==> src/rtl/usb_out_rx_pkg.sv <==
package usb_out_rx_pkg;

  typedef enum logic [2:0] {
    ST_IDLE,
    ST_GET_ADDR,
    ST_GET_CNT,
    ST_RECV,
    ST_WRITEBACK
  } rxState_t;

  typedef struct packed {
    logic readAddrWord;
    logic readCountWord;
    logic loadPtr;
    logic loadAlloc;
    logic storeByte;
    logic flushTail;
    logic writeBack;
  } rxStrobes_t;

  // Allocation in bytes from the block-size flag and block count.
  function automatic logic [15:0] allocBytes(input logic bigBlocks, input logic [4:0] numBlocks);
    allocBytes = bigBlocks ? {6'd0, numBlocks, 5'd0} : {10'd0, numBlocks, 1'b0};
  endfunction

endpackage

==> src/rtl/usb_out_rx_ctrl.sv <==
module usb_out_rx_ctrl
  import usb_out_rx_pkg::*;
(
  input  logic       clk,
  input  logic       rstN,
  input  logic       rxStart,
  input  logic       rxByteValid,
  input  logic       rxEnd,
  input  logic       bufEmpty,
  input  logic       countOdd,
  output rxStrobes_t st,
  output logic       rxDone,
  output logic       rxOverrun
);

  rxState_t state, stateNext;
  logic     ovf, ovfNext;

  always_ff @(posedge clk) begin
    if (!rstN) begin
      state <= ST_IDLE;
      ovf   <= 1'b0;
    end else begin
      state <= stateNext;
      ovf   <= ovfNext;
    end
  end

  always_comb begin
    st        = '0;
    stateNext = state;
    ovfNext   = ovf;
    rxDone    = 1'b0;
    rxOverrun = 1'b0;
    unique case (state)
      ST_IDLE: begin
        if (rxStart) begin
          st.readAddrWord = 1'b1;
          stateNext       = ST_GET_ADDR;
        end
      end
      ST_GET_ADDR: begin
        st.loadPtr       = 1'b1;
        st.readCountWord = 1'b1;
        stateNext        = ST_GET_CNT;
      end
      ST_GET_CNT: begin
        st.loadAlloc = 1'b1;
        ovfNext      = 1'b0;
        stateNext    = ST_RECV;
      end
      ST_RECV: begin
        if (rxByteValid && !ovf) begin
          if (bufEmpty) begin
            ovfNext   = 1'b1;
            rxOverrun = 1'b1;
          end else begin
            st.storeByte = 1'b1;
          end
        end else if (rxEnd) begin
          if (ovf) begin
            stateNext = ST_IDLE;
          end else begin
            st.flushTail = countOdd;
            stateNext    = ST_WRITEBACK;
          end
        end
      end
      ST_WRITEBACK: begin
        st.writeBack = 1'b1;
        rxDone       = 1'b1;
        stateNext    = ST_IDLE;
      end
      default: stateNext = ST_IDLE;
    endcase
  end

endmodule

==> src/rtl/usb_out_rx_datapath.sv <==
module usb_out_rx_datapath
  import usb_out_rx_pkg::*;
#(
  parameter int EP_BITS    = 3,
  parameter int ADDR_W     = 9,
  parameter int TABLE_BASE = 0
) (
  input  logic               clk,
  input  logic               rstN,
  input  rxStrobes_t         st,
  input  logic [EP_BITS-1:0] epIdx,
  input  logic [7:0]         rxByte,
  input  logic [15:0]        memRdata,
  output logic               memEn,
  output logic               memWe,
  output logic [ADDR_W-1:0]  memAddr,
  output logic [15:0]        memWdata,
  output logic               bufEmpty,
  output logic               countOdd
);

  localparam int CNT_W = 10;
  localparam int HI_W  = 16 - CNT_W;
  localparam logic [ADDR_W-1:0] BASE = ADDR_W'(TABLE_BASE);

  logic [EP_BITS-1:0] epReg;
  logic [ADDR_W-1:0]  ptr;
  logic [CNT_W-1:0]   byteCount;
  logic [15:0]        bufCount;
  logic [7:0]         holdLow;
  logic [HI_W-1:0]    descHi;
  logic [ADDR_W-1:0]  addrEntry, countEntry;
  logic               wordWrite;

  assign addrEntry  = BASE + ADDR_W'({epIdx, 2'b10});
  assign countEntry = BASE + ADDR_W'({epReg, 2'b11});
  assign bufEmpty   = (bufCount == 16'd0);
  assign countOdd   = byteCount[0];
  assign wordWrite  = (st.storeByte && countOdd) || st.flushTail;

  always_ff @(posedge clk) begin
    if (!rstN) begin
      epReg     <= '0;
      ptr       <= '0;
      byteCount <= '0;
      bufCount  <= '0;
      holdLow   <= '0;
      descHi    <= '0;
    end else begin
      if (st.readAddrWord) begin
        epReg     <= epIdx;
        byteCount <= '0;
      end
      if (st.loadPtr) ptr <= memRdata[ADDR_W-1:0];
      if (st.loadAlloc) begin
        descHi   <= memRdata[15:CNT_W];
        bufCount <= allocBytes(memRdata[15], memRdata[14:10]);
      end
      if (st.storeByte) begin
        byteCount <= byteCount + 1'b1;
        bufCount  <= bufCount - 16'd1;
        if (!countOdd) holdLow <= rxByte;
      end
      if (wordWrite) ptr <= ptr + 1'b1;
    end
  end

  always_comb begin
    memEn    = 1'b0;
    memWe    = 1'b0;
    memAddr  = ptr;
    memWdata = '0;
    if (st.readAddrWord) begin
      memEn   = 1'b1;
      memAddr = addrEntry;
    end else if (st.readCountWord) begin
      memEn   = 1'b1;
      memAddr = countEntry;
    end else if (st.storeByte && countOdd) begin
      memEn    = 1'b1;
      memWe    = 1'b1;
      memWdata = {rxByte, holdLow};
    end else if (st.flushTail) begin
      memEn    = 1'b1;
      memWe    = 1'b1;
      memWdata = {8'h00, holdLow};
    end else if (st.writeBack) begin
      memEn    = 1'b1;
      memWe    = 1'b1;
      memAddr  = countEntry;
      memWdata = {descHi, byteCount};
    end
  end

endmodule

==> src/rtl/usb_out_rx.sv <==
module usb_out_rx
  import usb_out_rx_pkg::*;
#(
  parameter int EP_BITS    = 3,
  parameter int ADDR_W     = 9,
  parameter int TABLE_BASE = 0
) (
  input  logic               clk,
  input  logic               rstN,
  input  logic               rxStart,
  input  logic [EP_BITS-1:0] epIdx,
  input  logic               rxByteValid,
  input  logic [7:0]         rxByte,
  input  logic               rxEnd,
  input  logic [15:0]        memRdata,
  output logic               memEn,
  output logic               memWe,
  output logic [ADDR_W-1:0]  memAddr,
  output logic [15:0]        memWdata,
  output logic               rxDone,
  output logic               rxOverrun
);

  rxStrobes_t st;
  logic       bufEmpty, countOdd;

  usb_out_rx_ctrl u_ctrl (
    .clk(clk), .rstN(rstN), .rxStart(rxStart), .rxByteValid(rxByteValid),
    .rxEnd(rxEnd), .bufEmpty(bufEmpty), .countOdd(countOdd), .st(st),
    .rxDone(rxDone), .rxOverrun(rxOverrun)
  );

  usb_out_rx_datapath #(
    .EP_BITS(EP_BITS), .ADDR_W(ADDR_W), .TABLE_BASE(TABLE_BASE)
  ) u_dp (
    .clk(clk), .rstN(rstN), .st(st), .epIdx(epIdx), .rxByte(rxByte),
    .memRdata(memRdata), .memEn(memEn), .memWe(memWe), .memAddr(memAddr),
    .memWdata(memWdata), .bufEmpty(bufEmpty), .countOdd(countOdd)
  );

endmodule

==> config.mk <==
export PLATFORM = sky130hd
export DESIGN_NAME = usb_out_rx
export DESIGN_NICKNAME = d
export VERILOG_FILES = /design/src/rtl/usb_out_rx_pkg.sv /design/src/rtl/usb_out_rx_ctrl.sv /design/src/rtl/usb_out_rx_datapath.sv /design/src/rtl/usb_out_rx.sv
export SDC_FILE = /design/constraint.sdc
export NUM_CORES = 1
export LEC_CHECK = 0
export BUFFER_PORTS_ARGS = -buffer_cell sky130_fd_sc_hd__buf_4
export CAP_MARGIN = 0
export CORE_UTILIZATION = 55
export CTS_CLUSTER_SIZE = 10
export DETAILED_ROUTE_END_ITERATION = 12
export HOLD_SLACK_MARGIN = 0.1
export PLACE_DENSITY = 0.8
export SLEW_MARGIN = 20
export SYNTH_ARGS = -nofsm -noshare
export SYNTH_HDL_FRONTEND = slang
export SYNTH_SLANG_ARGS = --single-unit
export TNS_END_PERCENT = 1
==> constraint.sdc <==
create_clock -name clk -period 2.7 [get_ports clk]
set_clock_uncertainty 0.1 [all_clocks]
set_input_delay 0.135 -clock clk [delete_from_list [all_inputs] [get_ports clk]]
set_output_delay 0.135 -clock clk [all_outputs]
set_load 0.02 [all_outputs]
Word level (Yosys, flattened, before mapping)
Index checks and enable logic that the tools add are counted.
{ "word_totals": {"register_bits": 56, "ram_bits": 0, "in_bits": 32, "mem_bits_ro": 0, "latchBits": 0, "n_memories": 0} }
{ "classes": {"multipliers": 0, "div_mod_pow": 0, "n_reduce_logical": 13, "n_eq_ne": 9, "n_shift": 0, "n_mux": 46, "bitwise_logic": 1, "add_sub_neg": 3, "n_lt_le_gt_ge": 0} }
{ "ops": {"columns": ["cell", "n"], "rows": [
  ["$mux W16", 7],
  ["$mux W9", 7],
  ["$mux W10", 3],
  ["$mux W1", 21],
  ["$logic_not A16 Y1", 1],
  ["$sub A16 B1 Y16 const B", 1],
  ["$mux W3", 4],
  ["$pmux W3 S4", 1],
  ["$add A10 B1 Y10 const B", 1],
  ["$add A9 B1 Y9 const B", 1],
  ["$ne A2 B2 Y1 const B", 4],
  ["$reduce_bool A2 Y1", 4],
  ["$eq A3 B2 Y1 const B", 2],
  ["$reduce_and A3 Y1", 2],
  ["$mux W2", 2],
  ["$eq A3 B1 Y1 const B", 1],
  ["$eq A3 B3 Y1 const B", 1],
  ["$logic_not A3 Y1", 1],
  ["$logic_and A1 B1 Y1", 2],
  ["$ne A2 B1 Y1 const B", 1],
  ["$pmux W1 S2", 1],
  ["$reduce_and A2 Y1", 1],
  ["$logic_not A1 Y1", 1],
  ["$logic_or A1 B1 Y1", 1],
  ["$not A1 Y1", 1]
]} }

Depth between registers and ports, before layout
{ "logic_depth": {"depth_word": 8, "mapped_depth": 7, "depth_no_buf": 6} }

Modules after synthesis
A second synthesis with hierarchy kept.
{ "unflattened": {"hier_cells": 397, "area_unflattened_um2": 3160.5} }
{ "modules_own_cells": {"columns": ["module", "area_each_um2", "cells_each", "seq_area_each_um2", "n_inst"], "rows": [
  ["usb_out_rx_datapath", 2881.5, 371, 1041.0, 1],
  ["usb_out_rx_ctrl", 279.0, 26, 80.1, 1]
]} }

Worst setup path after synthesis
OpenSTA, ideal clock, no wires.
{ "synth_path": {"path_kind": "reg-to-output", "start": "reg u_ctrl.state[1]", "end": "out memWdata[10]", "path_buffers": 2, "slack_ns": 0.596, "t_arrival_ns": 1.869, "stages_incl_launch_ff": 5, "cell_sequence": "dfxtp_1 > clkbuf_1 > nor3b_1 > clkbuf_1 > a22o_1"} }
{ "synth_between": {"elab_chain_len": 7, "word_cells_on_any_way": 14, "cone_classes": "eq/ne: 3; mux: 9; reduce/logical: 2"} }
{ "synth_lines": {"columns": ["item", "line", "text"], "rows": [
  ["start: declaration", "usb_out_rx_ctrl.sv:16", "rxState_t state, stateNext;"],
  ["start signal: assignment", "usb_out_rx_ctrl.sv:24", "state <= stateNext;"],
  ["$eq A3 B3 Y1", null, null],
  ["$mux W1", null, null],
  ["via rxDone", "usb_out_rx.sv:20", "output logic rxDone,"],
  ["$mux W16", "usb_out_rx_datapath.sv:87", "end else if (st.writeBack) begin"],
  ["$mux W16", "usb_out_rx_datapath.sv:83", "end else if (st.flushTail) begin"],
  ["$mux W16", "usb_out_rx_datapath.sv:79", "end else if (st.storeByte && countOdd) begin"],
  ["$mux W16", "usb_out_rx_datapath.sv:76", "end else if (st.readCountWord) begin"],
  ["$mux W16", "usb_out_rx_datapath.sv:73", "if (st.readAddrWord) begin"],
  ["end: declaration", "usb_out_rx.sv:19", "output logic [15:0] memWdata,"]
]} }
The timed path passes the listed nets, and every way through them passes these cells.

Worst setup path after layout
{ "layout_path": {"start": "reg u_dp.bufCount[2]", "end": "out memWe"} }
{ "layout_between": {"elab_chain_len": 8} }
{ "layout_lines": {"columns": ["item", "line", "text"], "rows": [
  ["start: declaration", "usb_out_rx_datapath.sv:29", "logic [15:0] bufCount;"],
  ["start signal: assignment", "usb_out_rx_datapath.sv:57", "bufCount <= allocBytes(memRdata[15], memRdata[14:10]);"],
  ["start signal: assignment", "usb_out_rx_datapath.sv:61", "bufCount <= bufCount - 16'd1;"],
  ["$logic_not A16 Y1", "usb_out_rx_datapath.sv:37", "assign bufEmpty = (bufCount == 16'd0);"],
  ["$mux W1", "usb_out_rx_ctrl.sv:54", "if (bufEmpty) begin"],
  ["$mux W1", "usb_out_rx_ctrl.sv:53", "if (rxByteValid && !ovf) begin"],
  ["$mux W2", "usb_out_rx_ctrl.sv:35", "unique case (state)"],
  ["$logic_and A1 B1 Y1", "usb_out_rx_datapath.sv:79", null],
  ["$mux W1", "usb_out_rx_datapath.sv:79", null],
  ["$mux W1", "usb_out_rx_datapath.sv:76", null],
  ["$mux W1", "usb_out_rx_datapath.sv:73", null],
  ["end: declaration", "usb_out_rx.sv:17", "output logic memWe,"]
]} }
No other way between the ends.

==> metrics.yaml <==
place_ws_ps: 321
post_cts_resized: 0
rsz0062_at_grt: "no"
internal-power_mw: 1.40
clkTransAtPathRegs_ps: 90
clockRootBuffer: "clkbuf_8"
status: "finished, final reports clean"
area.growth.synth_to_final_pct: 30.9
cts_tree: "yes"
routedWlPerCell_um: 15.3
drt_iter0_drc: 229
synth_cells: 380
hold_class: "in2reg"
cp-endpoint: "memWe"
clkSinkCount: 56
drc: 0
cp_max_fo: 11
antenna_found_initial: 0
ff2ff_path_depth: 6
final.setup.worst_slack_ps: 185
hold_violations: 0
finish.instance_area_um2: 4080
grtUsageTotal: 0.287
die_y_um: 77.2
setup_viol: 0
clk_latency_ps: 310
post_drt_via_cell_ratio: 6.04
end_kind: "output port"
combPwrFrac: 0.242
seqPwrFrac: 0.457
io_pins: 61
max_slew.worst_pin.slew_ps: 751
rows: 27
ctsHtreeMaxLevel: 2
reg2reg_from: "u_dp.bufCount[2]"
synth_area_per_cell_um2: 8.20
place_inst: 505
fin_crit_ps: 2520
fin_hold_ws_ps: 155
finalNetCount: 502
synth_fp_nets: 415
rr_endpoint: "u_dp.bufCount[7]"
p_leak_nw: 1.58
worst_setup_path_start_kind: "register"
diodes: 0
fin_util: 0.745
reg2reg_slack_ps: 240
maxSlewViolCount: 0
n_fill_cell: 418
cts_max_path_buffers: 2
startpoint: "u_dp.bufCount[2]"
placed_area_um2: 3680
ant_nets: 0
ys_ff_latch: 56
ys_types: 69
die_x_um: 77.2
synth_ff_type: "dfxtp_1"
multiInputGateArea_um2: 1870
power.switching_mw: 0.571
stdcell_count: 540
max_cap_violations: 0
most-common-layout-cells: "buf_4, dfxtp_1, nand2_1"
synth_edf_count: 0
grt_pass1_vias: 3038
max_freq_mhz: 398
clockPowerShare: 0.301
swShare: 0.290
ys_warn_count: 0
grt_overflow_total: 0
core_um2: 5470
final.setup.tns_ps: 0
dieArea_um2: 5970
num_vias: 3261
numCtsBuffers: 5
place.gp.congestion: 0.902
grt_pass1_wl_um: 14000
slew-limit-headroom: 0.498
initial_core_util: 0.569
ys_seq_area_frac: 0.360
critPathArrivalTime_ps: 2280
drive_above_1_share: 0.222
peakVddDrop_mv: 0.358
async_flop_share: 0
synth_area_um2: 3110
dp_hpwl_um: 5700
worstPathRequired_ps: 2470
wirelength_um: 8280
layout_commonest_cell: "buf_4"
power_mw: 1.97
powerDensity_nw_per_um2: 483
first_pass_iters: 5
grt_max_degree: 25
port_buffers: 59
crit_type: "reg2out"
fin_crit_sh: 0.931
ff_latch_area_um2: 1120
==> kinds of logic after synthesis <==
logic type                 count (synthesis)  share of synthesized area
and+or+nand+nor                          152                      0.264
AOI/OAI and AO/OA                        123                      0.279
DFF                                       56                      0.360
buffers and inverters                     32                     0.0414
muxes                                      8                     0.0261
xor gates and xnor gates                   6                     0.0169
adders and majority gates                  3                     0.0121
==> what timing repair did <==
action                     4_1_cts  5_1_grt
buffers inserted                 0        0
hold endpoints to repair        39        0
setup endpoints to repair        0        0
hold buffers                    27        0
==> synthesized netlist by cell type (3+ instances only) <==
cell      number  share of area
xnor2_1        5          0.014
and3_1         6          0.012
o21ai_0       13          0.021
ha_1           3          0.012
a311oi_1       4          0.011
a22oi_1        3         0.0072
or4_1          4         0.0096
a31oi_1        5          0.010
clkbuf_1      15          0.018
a32oi_1        3         0.0084
nand3_1       15          0.024
nand2b_1       5          0.010
dfxtp_1       56           0.36
nand4_1        5          0.010
inv_1          9          0.011
or3_1          4         0.0080
mux2i_1        7          0.022
a41o_1         3         0.0096
nor3b_1        4         0.0096
nor2_1        22          0.027
a21oi_1       41          0.066
o311ai_0       5          0.014
buf_2          7          0.011
a22o_1        19          0.053
nand3b_1       3         0.0072
o21a_1         6          0.014
or2_2          3         0.0060
nor3_1         7          0.011
and2_1         6          0.012
nand2_1       49          0.059
==> layout make-up <==
cell class,instances,area share
multi-input combinational,292,0.458
clock buffer,7,0.0236
timing repair buffer,102,0.204
inverter,10,0.00921
tap,72,0.0221
clock inverter,1,0.00736
sequential,56,0.275
==> power groups by stage <==
stage | clock network, mW | registers, mW | logic, mW
after CTS | 0.599 | 0.898 | 0.473
after global placement | 0 | 0.915 | 0.430
final | 0.593 | 0.900 | 0.477
after detailed placement | 0 | 0.917 | 0.440
after global routing | 0.635 | 0.905 | 0.522
after floorplan | 0 | 0.908 | 0.296
==> critical path, stage by stage (launching register included) <==
cell	delay (ps)
dfxtp_1	360
nor4_2	410
and4_1	370
a31oi_4	200
buf_4	220
or2_2	270
buf_4	160
==> layer usage <==
metal | vias up | global-route usage | part of all wire
met4 | 0 | 0.102 | 0.023
met1 | 1508 | 0.377 | 0.45
li1 | 1608 | - | -
met3 | 23 | 0.0369 | 0.044
met5 | - | 0 | 0
met2 | 122 | 0.481 | 0.48
==> registers in the layout, indices dropped and copies added, names as in the netlist <==
register        cells
u_dp.bufCount      16
u_dp.epReg          3
u_ctrl.state        3
u_dp.byteCount     10
u_dp.holdLow        8
u_dp.descHi         6
u_ctrl.ovf          1
u_dp.ptr            9
==> worst min-delay path by stage <==
stage                      start         endpoint  depth (start not counted)
finish               memRdata[7]      u_dp.ptr[7]                          4
global route         memRdata[7]      u_dp.ptr[7]                          4
CTS                  memRdata[7]      u_dp.ptr[7]                          4
global placement       rxByte[0]  u_dp.holdLow[0]                          3
detailed placement     rxByte[4]  u_dp.holdLow[4]                          3
floorplan           memRdata[10]   u_dp.descHi[0]                          2
No activity file was read; power rests on OpenSTA's default activity.
